File: src/rtl/pwrdn_pkg.sv
package pwrdn_pkg;

   localparam int NUM_GRP  = 4;
   localparam int NUM_PIN  = 5;

   localparam int GRP_TB    = 0;
   localparam int GRP_SNOOP = 1;
   localparam int GRP_DC    = 2;
   localparam int GRP_CORE  = 3;

   localparam int PIN_EXT  = 0;
   localparam int PIN_SMI  = 1;
   localparam int PIN_MCP  = 2;
   localparam int PIN_SRST = 3;
   localparam int PIN_HRST = 4;

   typedef enum logic [1:0] {
      LVL_NONE  = 2'd0,
      LVL_DOZE  = 2'd1,
      LVL_NAP   = 2'd2,
      LVL_SLEEP = 2'd3
   } lvl_e;

   typedef enum logic [2:0] {
      ST_RUN   = 3'd0,
      ST_DRAIN = 3'd1,
      ST_HSHK  = 3'd2,
      ST_IDLE  = 3'd3,
      ST_WAKE  = 3'd4
   } seq_st_e;

   localparam logic [2:0] CAUSE_NONE = 3'd0;
   localparam logic [2:0] CAUSE_HRST = 3'd1;
   localparam logic [2:0] CAUSE_SRST = 3'd2;
   localparam logic [2:0] CAUSE_MCHK = 3'd3;
   localparam logic [2:0] CAUSE_SMI  = 3'd4;
   localparam logic [2:0] CAUSE_EXT  = 3'd5;
   localparam logic [2:0] CAUSE_DEC  = 3'd6;

   // Which clock group a level keeps alive while idle.
   function automatic logic grp_kept(input int grp, input lvl_e lvl);
      logic keep;
      keep = 1'b0;
      case (lvl)
         LVL_DOZE:  keep = (grp == GRP_TB) || (grp == GRP_SNOOP) || (grp == GRP_DC);
         LVL_NAP:   keep = (grp == GRP_TB);
         default:   keep = 1'b0;
      endcase
      return keep;
   endfunction

endpackage

File: src/rtl/pwrdn_wake_sel.sv
module pwrdn_wake_sel
   import pwrdn_pkg::*;
(
   input  lvl_e                lvl_i,
   input  logic [NUM_PIN-1:0]  pin_i,
   input  logic                dec_i,
   input  logic                snp_par_i,
   input  logic                snp_bus_i,
   input  logic                lock_i,
   output logic                any_raw_o,
   output logic                qual_o,
   output logic [2:0]          cause_o
);

   logic pin_any;
   logic snp_mchk;

   assign pin_any   = |pin_i;
   assign snp_mchk  = (lvl_i == LVL_DOZE) && (snp_par_i || snp_bus_i);
   assign any_raw_o = pin_any || dec_i;

   always_comb begin
      case (lvl_i)
         LVL_DOZE:  qual_o = pin_any || dec_i || snp_mchk;
         LVL_NAP:   qual_o = pin_any || dec_i;
         LVL_SLEEP: qual_o = pin_any && lock_i;
         default:   qual_o = 1'b0;
      endcase
   end

   always_comb begin
      if (pin_i[PIN_HRST])                cause_o = CAUSE_HRST;
      else if (pin_i[PIN_SRST])           cause_o = CAUSE_SRST;
      else if (pin_i[PIN_MCP] || snp_mchk) cause_o = CAUSE_MCHK;
      else if (pin_i[PIN_SMI])            cause_o = CAUSE_SMI;
      else if (pin_i[PIN_EXT])            cause_o = CAUSE_EXT;
      else                                cause_o = CAUSE_DEC;
   end

endmodule

File: src/rtl/pwrdn_fsm.sv
module pwrdn_fsm
   import pwrdn_pkg::*;
(
   input  logic       clk,
   input  logic       rst_n,
   input  logic       lvl_en_i,
   input  lvl_e       lvl_sel_i,
   input  logic       pipe_empty_i,
   input  logic       qack_n_i,
   input  logic       wake_raw_i,
   input  logic       wake_qual_i,
   input  logic [2:0] cause_i,
   input  logic       clk_sync_i,
   output seq_st_e    st_o,
   output lvl_e       lvl_o,
   output logic       qreq_n_o,
   output logic       vec_req_o,
   output logic [2:0] cause_o,
   output logic       biu_ok_o
);

   seq_st_e    st_q, st_d;
   lvl_e       lvl_q;
   logic [2:0] cause_q;
   logic       biu_q;

   always_comb begin
      st_d = st_q;
      case (st_q)
         ST_RUN:   if (lvl_en_i && (lvl_sel_i != LVL_NONE)) st_d = ST_DRAIN;
         ST_DRAIN: begin
            if (wake_raw_i)        st_d = ST_RUN;
            else if (pipe_empty_i) st_d = (lvl_q == LVL_DOZE) ? ST_IDLE : ST_HSHK;
         end
         ST_HSHK: begin
            if (wake_raw_i)     st_d = ST_RUN;
            else if (!qack_n_i) st_d = ST_IDLE;
         end
         ST_IDLE:  if (wake_qual_i) st_d = ST_WAKE;
         ST_WAKE:  st_d = ST_RUN;
         default:  st_d = ST_RUN;
      endcase
   end

   always_ff @(posedge clk or negedge rst_n) begin
      if (!rst_n) begin
         st_q    <= ST_RUN;
         lvl_q   <= LVL_NONE;
         cause_q <= CAUSE_NONE;
         biu_q   <= 1'b1;
      end else begin
         st_q <= st_d;
         if (st_q == ST_RUN && st_d == ST_DRAIN)
            lvl_q <= lvl_sel_i;
         if (st_q == ST_IDLE && wake_qual_i)
            cause_q <= cause_i;
         if (st_q == ST_HSHK && !wake_raw_i && !qack_n_i)
            biu_q <= 1'b0;
         else if (st_q != ST_IDLE && clk_sync_i)
            biu_q <= 1'b1;
      end
   end

   assign st_o      = st_q;
   assign lvl_o     = lvl_q;
   assign vec_req_o = (st_q == ST_WAKE);
   assign cause_o   = (st_q == ST_WAKE) ? cause_q : CAUSE_NONE;
   assign biu_ok_o  = biu_q;
   assign qreq_n_o  = !((st_q == ST_HSHK) ||
                        (st_q == ST_IDLE && lvl_q != LVL_DOZE));

   // deep idle is only reached after the acknowledge was sampled low
   assert_ack_before_idle_R4: assert property (@(posedge clk) disable iff (!rst_n)
      (st_q == ST_IDLE && $past(st_q) == ST_HSHK) |-> $past(!qack_n_i));

   // the vector request is a single-cycle pulse
   assert_vec_pulse_R7: assert property (@(posedge clk) disable iff (!rst_n)
      vec_req_o |=> !vec_req_o);

endmodule

File: src/rtl/pwrdn_clkgate.sv
module pwrdn_clkgate
   import pwrdn_pkg::*;
#(
   parameter int GROUPS = NUM_GRP
)(
   input  seq_st_e           st_i,
   input  lvl_e              lvl_i,
   output logic [GROUPS-1:0] en_o
);

   logic idle;
   assign idle = (st_i == ST_IDLE);

   for (genvar g = 0; g < GROUPS; g++) begin : g_grp
      assign en_o[g] = !idle || grp_kept(g, lvl_i);
   end

endmodule

File: src/rtl/pwrdn_lat_mon.sv
module pwrdn_lat_mon #(
   parameter int LIMIT = 10,
   localparam int CW   = $clog2(LIMIT + 2)
)(
   input  logic clk,
   input  logic rst_n,
   input  logic start_i,
   input  logic all_on_i,
   output logic err_o
);

   logic [CW-1:0] cnt_q;
   logic          busy_q;
   logic          err_q;

   always_ff @(posedge clk or negedge rst_n) begin
      if (!rst_n) begin
         cnt_q  <= '0;
         busy_q <= 1'b0;
         err_q  <= 1'b0;
      end else if (start_i) begin
         cnt_q  <= CW'(1);
         busy_q <= 1'b1;
      end else if (busy_q) begin
         if (all_on_i) begin
            busy_q <= 1'b0;
         end else begin
            if (cnt_q < CW'(LIMIT + 1)) cnt_q <= cnt_q + 1'b1;
            if (cnt_q >= CW'(LIMIT))    err_q <= 1'b1;
         end
      end
   end

   assign err_o = err_q;

endmodule

File: src/rtl/pwrdn_seq.sv
module pwrdn_seq
   import pwrdn_pkg::*;
#(
   parameter int WAKE_MAX_CYC = 10
)(
   input  logic                clk,
   input  logic                rst_n,
   input  logic                lvl_en,
   input  logic [1:0]          lvl_sel,
   input  logic                pipe_empty,
   input  logic                qack_n,
   input  logic [NUM_PIN-1:0]  wake_pin,
   input  logic                dec_irq,
   input  logic                snp_par_err,
   input  logic                snp_bus_err,
   input  logic                pll_lock,
   input  logic                clk_sync,
   output logic                qreq_n,
   output logic [NUM_GRP-1:0]  clk_en,
   output logic                wake_vec_req,
   output logic [2:0]          wake_cause,
   output logic                biu_resume,
   output logic                wake_lat_err
);

   if (WAKE_MAX_CYC < 1) begin : g_bad_bound
      $error("WAKE_MAX_CYC must be at least 1");
   end

   seq_st_e    st;
   lvl_e       lvl_q;
   logic       wake_raw, wake_qual;
   logic [2:0] cause_sel;

   pwrdn_wake_sel u_wake (
      .lvl_i     (lvl_q),
      .pin_i     (wake_pin),
      .dec_i     (dec_irq),
      .snp_par_i (snp_par_err),
      .snp_bus_i (snp_bus_err),
      .lock_i    (pll_lock),
      .any_raw_o (wake_raw),
      .qual_o    (wake_qual),
      .cause_o   (cause_sel)
   );

   pwrdn_fsm u_fsm (
      .clk          (clk),
      .rst_n        (rst_n),
      .lvl_en_i     (lvl_en),
      .lvl_sel_i    (lvl_e'(lvl_sel)),
      .pipe_empty_i (pipe_empty),
      .qack_n_i     (qack_n),
      .wake_raw_i   (wake_raw),
      .wake_qual_i  (wake_qual),
      .cause_i      (cause_sel),
      .clk_sync_i   (clk_sync),
      .st_o         (st),
      .lvl_o        (lvl_q),
      .qreq_n_o     (qreq_n),
      .vec_req_o    (wake_vec_req),
      .cause_o      (wake_cause),
      .biu_ok_o     (biu_resume)
   );

   pwrdn_clkgate #(.GROUPS(NUM_GRP)) u_gate (
      .st_i  (st),
      .lvl_i (lvl_q),
      .en_o  (clk_en)
   );

   pwrdn_lat_mon #(.LIMIT(WAKE_MAX_CYC)) u_lat (
      .clk      (clk),
      .rst_n    (rst_n),
      .start_i  (st == ST_IDLE && wake_qual),
      .all_on_i (&clk_en),
      .err_o    (wake_lat_err)
   );

   // nothing is gated while draining or handshaking
   assert_no_gate_early_R1: assert property (@(posedge clk) disable iff (!rst_n)
      (st == ST_DRAIN || st == ST_HSHK) |-> (&clk_en));

   // every group is running again one cycle after a qualified wake
   assert_restore_next_R7: assert property (@(posedge clk) disable iff (!rst_n)
      (st == ST_IDLE && wake_qual) |=> (&clk_en));

   // latency bound never exceeded
   assert_lat_bound_R9: assert property (@(posedge clk) disable iff (!rst_n)
      !wake_lat_err);

   // bus interface held while in a deep idle level
   assert_biu_held_R10: assert property (@(posedge clk) disable iff (!rst_n)
      (st == ST_IDLE && lvl_q != LVL_DOZE) |-> !biu_resume);

endmodule

File: config.mk
export PLATFORM = sky130hd
export DESIGN_NAME = pwrdn_seq
export DESIGN_NICKNAME = d
export VERILOG_FILES = /design/src/rtl/pwrdn_pkg.sv /design/src/rtl/pwrdn_wake_sel.sv /design/src/rtl/pwrdn_fsm.sv /design/src/rtl/pwrdn_clkgate.sv /design/src/rtl/pwrdn_lat_mon.sv /design/src/rtl/pwrdn_seq.sv
export SDC_FILE = /design/constraint.sdc
export NUM_CORES = 1
export LEC_CHECK = 0
export ABC_AREA = 1
export BUFFER_PORTS_ARGS = -buffer_cell sky130_fd_sc_hd__buf_2
export CORE_UTILIZATION = 42
export DETAILED_ROUTE_END_ITERATION = 8
export GPL_TIMING_DRIVEN = 0
export PLACE_DENSITY = 0.71
export SLEW_MARGIN = 20
export SYNTH_ARGS = -nofsm -noshare
export SYNTH_HDL_FRONTEND = slang
export SYNTH_HIERARCHICAL = 1
export SYNTH_SLANG_ARGS = --single-unit
File: constraint.sdc
create_clock -name clk -period 2.4 [get_ports clk]
set_clock_uncertainty 0.2 [all_clocks]
set_input_delay 0.48 -clock clk [delete_from_list [all_inputs] [get_ports clk]]
set_output_delay 0.48 -clock clk [all_outputs]
set_load 0.05 [all_outputs]
After elaboration in Yosys (flattened, before gate mapping)
Cells that the tools add are included.
Widths: inputs -> output; s select.
- bits in registers: 15
- output and inout port bits: 11
- logic and storage cells: 79
- input port bits: 17
- equality and inequality tests: 11
- bitwise logic cells: 2
- magnitude comparators: 2
- multiplexer cells: 26
- reduce and logical (&&, ||, !) cells: 30
- add/sub/neg operators: 1
- operators with widths (kind ; number):
    $mux 3 ; 11
    $mux 4 ; 4
    $pmux 3 s4 ; 1
    $logic_and 1x1->1 ; 9
    $mux 1 ; 8
    $reduce_bool 2->1 ; 4
    $logic_or 1x1->1 ; 7
    $eq 3x1->1 const B ; 2
    $eq 3x2->1 const B ; 2
    $reduce_and 3->1 ; 2
    $reduce_or 5->1 ; 1
    $add 4x1->4 const B ; 1
    $eq 2x2->1 const B ; 2
    $ge 4x4->1 const B ; 1
    $logic_not 1->1 ; 4
    $lt 4x4->1 const B ; 1
    $ne 2x1->1 const B ; 2
    $reduce_and 4->1 ; 1
    $eq 3x3->1 const B ; 1
    $logic_not 3->1 ; 1
    $ne 3x2->1 const B ; 1
    $pmux 1 s3 ; 1
    $eq 2x1->1 const B ; 1
    $mux 2 ; 1
    other kinds (2) ; 3

Longest topological paths before layout
- depth after elaboration: 8
- gate-level depth with buffers: 13
- mapped depth without buffers: 13

Modules after synthesis
Netlist, hierarchy kept.
- by module, submodules not included (module ; sequential area each (µm²) ; cells each ; times used ; area each (µm²)):
    pwrdn_fsm ; 226.5 ; 60 ; 1 ; 467.9
    pwrdn_lat_mon ; 150.1 ; 37 ; 1 ; 322.8
    pwrdn_wake_sel ; 0.0 ; 33 ; 1 ; 152.6
    pwrdn_clkgate ; 0.0 ; 9 ; 1 ; 48.8
    pwrdn_seq ; 0.0 ; 7 ; 1 ; 28.8

Least setup slack after synthesis
OpenSTA, ideal clock, no wires.
- kind: reg2out
- start: register u_fsm.st_q[0] (netlist: u_fsm/st_o[0])
- end: output port qreq_n
- slack: 0.105 ns
- stages on the path, launching flop included: 3
- path buffers: 0
- data required time: 1.720 ns
- data arrival time: 1.615 ns
- cell sequence: dfrtp_1 -> inv_1 -> o21ai_0
- longest elaborated chain between the ends: 4
- elaborated cells between the ends (all ways): 5
- classes of those cells: eq/ne (2); reduce/logical (3)
- ends and longest elaborated chain (what ; line ; source):
    from (decl) ; pwrdn_fsm.sv:22 ; seq_st_e st_q, st_d;
    from (signal assigned) ; pwrdn_fsm.sv:52 ; st_q <= st_d;
    $eq 3x2->1 ; pwrdn_fsm.sv:70 ; (st_q == ST_IDLE && lvl_q != LVL_DOZE));
    $logic_and 1x1->1 ; pwrdn_fsm.sv:70 ;
    $logic_or 1x1->1 (*) ; pwrdn_fsm.sv:69 ; assign qreq_n_o = !((st_q == ST_HSHK) ||
    $logic_not 1->1 (*) ; pwrdn_fsm.sv:69 ;
    to (decl) ; pwrdn_seq.sv:18 ; output logic qreq_n,
Mark *: on every way between the ends. The rest lies on a longest branch, timed or not.

Final worst setup path
- start: register u_fsm.st_q[0] (netlist: u_fsm/st_o[0])
- end: output port wake_cause[1]
- longest elaborated chain between the ends: 2
- ends and longest elaborated chain (what ; line ; source):
    $eq 3x3->1 ; pwrdn_fsm.sv:67 ; assign cause_o = (st_q == ST_WAKE) ? cause_q : CAUSE_NONE;
    $mux 3 ; pwrdn_fsm.sv:67 ;
    to (decl) ; pwrdn_seq.sv:21 ; output logic [2:0] wake_cause,
Every way passes these cells.

==> results.toml <==
[critical_path]
critical_path_class = "reg -> out"
r2r_start = "u_fsm/lvl_o[1]$_DFFE_PN0P_"
crit_path_max_fanout = 6
r2r-end = "u_lat/cnt_q[2]$_DFFE_PN0P_"
rr_worst_depth = 12
crit_family = "flip-flops"
crit_buf_inv = 2
cp-end-kind = "output port"
crit_chain = "inv_1 > nand3_1 > nor2_1 > buf_2"
crit_arrival_ns = 1.50
crit_slowest_cell = "dfrtp_1"
required_ns = 1.72
cp-start-kind = "flop"
ff2ff_setup_slack_ns = 0.44
max_stage_delay_ns = 0.45

[logic_synthesis]
synthTopCellsByCount = "nand2_1 (35), inv_1 (32), nor2_1 (16)"
synth_nets = 166
postSynthAreaPerCell_um2 = 6.99
syn_inst = 146
synth_warnings = 6
yosysMostFrequentCell = "nand2_1"
synthArstFlopShare_pct = 100
synth_area_leader_cell = "dfrtp_1"
synth_seq_area_share_pct = 36.9
yosys-top-cells-area = "dfrtp_1 (34%), nand2_1 (13%), inv_1 (12%)"
synth-edff-count = 0
ys_ff_latch = 15
syn_area_um2 = 1020
yosys.area.top_type_share_pct = 34.3
synth_ff_type = "dfrtp_1"
ys_types = 23

[sta]
relSlewSlack_pct = 78.0
setup_viol = 0
rsz0062_at_grt = "false"
finalCritPeriodShare_pct = 90.7
maxSlewViolCount = 0
timing.fmax_mhz = 459
holdWs_ns = 0.217
period_minus_slack_ns = 2.18
fin_tns_setup_ns = 0
worst_pin_slew_ns = 0.326
final-hold-violation-count = 0

[routing]
ant_nets = 0
drt-initial-drc-count = 26
drt_first_pass_iters = 4
drc_errors = 0
viasPerCell = 4.74
routed-via-count = 977
wirelength_mm = 2.08
wl_per_cell_um = 10.1

[grt]
grt.overflow.total = 0
antenna_found_initial = 0
grt_max_degree = 16
grt_pass1_vias = 913
track_usage_pct = 18.9
grt_pass1_wl_mm = 3.68

[final_layout]
fin_cells = 206
areaGrowthSynthToFinish_pct = 20.3
drive_gt1_share_pct = 27.5
n_antenna_cell = 0
nets = 199

[power_and_ir_drop]
p_leak_nw = 0.703
ir_worst_vdd_mv = 0.257
p_per_area_nw_per_um2 = 425

[cts]
htree_levels = 1
post_cts_buffers = 0
clk_latency_ns = 0.28
root_buffer = "clkbuf_4"
cts_buffer_depth = 2
cts_resized = 0
cts_hold_buf = 1
clock-sinks = 15
cts_tree = "yes"
cts_buffers = 3
clkTransAtPathRegs_ns = 0.10

[floorplanning]
initial_utilization_pct = 45.3
dieArea_um2 = 2630
die_w_um = 51.3
top_level_ports = 28
rows = 17
die_h_um = 51.3
coreArea_um2 = 2250

[min_path]
min_path_cells = 3
hold_end = "u_fsm/lvl_o[0]$_DFFE_PN0P_"
hold_path.class = "in -> reg"
hold_start = "lvl_sel[0]"

[run]
drv_cap = 0

[placement]
dpl.cell_count = 201
hpwl_mm = 1.68
portBuffers = 27
place.gp.congestion = 0.843

[status]
status = "complete, no violations"
per-layer routing:
layer	global-route usage [%]	share of wire (%)	up-vias
met5	0	0	-
met4	7.66	1.3	0
met3	2.68	3.9	4
met2	32.0	48	24
met1	24.0	46	439
li1	-	-	510
cells by family after synthesis:
kind of cell,share of synthesized area (%)
buffers and inverters,12.9
AOI/OAI and AO/OA,7.48
DFF,36.9
adders and majority gates,3.68
and+or+nand+nor,39.1
per-stage QoR:
stage / cell area, µm² / total power, W / utilization, % / worst slack, ns
2_1_floorplan: 1020 / 0.000340 / - / 0.105
3_3_place_gp: 1190 / 0.000371 / 52.8 / 0.399
3_5_place_dp: 1190 / 0.000377 / 52.8 / 0.322
4_1_cts: 1230 / 0.000528 / 54.5 / 0.222
5_1_grt: 1230 / 0.000554 / 54.5 / 0.108
6_report: 1230 / 0.000523 / 54.5 / 0.223
cell usage in the layout, fill, tap and decap left out, types with 3 or more instances in the layout:
master,instances
nand3_1,13
inv_1,32
clkbuf_4,3
ha_1,3
nor2_2,5
buf_2,27
o21ai_0,7
o21ai_1,3
nand2_1,35
nor2_1,16
dfrtp_1,14
layout make-up:
| type | count | area [µm²] |
|---|---|---|
| fill | 230 | 1030 |
| multi-input combinational | 97 | 513 |
| sequential | 15 | 377 |
| timing repair buffer | 28 | 145 |
| inverter | 33 | 124 |
| tap | 28 | 35.0 |
| clock buffer | 3 | 22.5 |
| buffer | 1 | 7.51 |
| clock inverter | 1 | 5.00 |
how the worst max path moves through the flow:
stage / slack, ns / cells after the start / from / end
4_1_cts: 0.22 / 4 / u_fsm/st_o[0]$_DFF_PN0_ / wake_cause[1]
5_1_grt: 0.11 / 4 / u_fsm/st_o[0]$_DFF_PN0_ / wake_cause[0]
2_1_floorplan: 0.11 / 2 / u_fsm/st_o[0]$_DFF_PN0_ / qreq_n
3_5_place_dp: 0.32 / 14 / snp_par_err / u_lat/cnt_q[2]$_DFFE_PN0P_
6_report: 0.22 / 4 / u_fsm/st_o[0]$_DFF_PN0_ / wake_cause[1]
3_3_place_gp: 0.40 / 14 / snp_par_err / u_lat/cnt_q[1]$_DFFE_PN0P_
power by group:
part           internal (W)  leakage [nW]  switching, W
sequential         0.000263         0.176     0.0000118
clock             0.0000618        0.0177     0.0000893
combinational     0.0000384         0.510     0.0000586
flip-flops by register name (all words and copies together) (netlist names):
signal / count
u_fsm/biu_ok_o: 1
u_fsm/st_o: 3
u_fsm/lvl_o: 2
u_lat/busy_q: 1
u_fsm/cause_q: 3
u_lat/cnt_q: 4
u_lat/err_o: 1
worst min-delay path, delay by kind of cell:
family | cells | cell delay [ns]
AND/OR/NAND/NOR | 2 | 0.10
buffers and inverters | 1 | 0.09
Note: power is estimated with default switching activity, not from simulation.
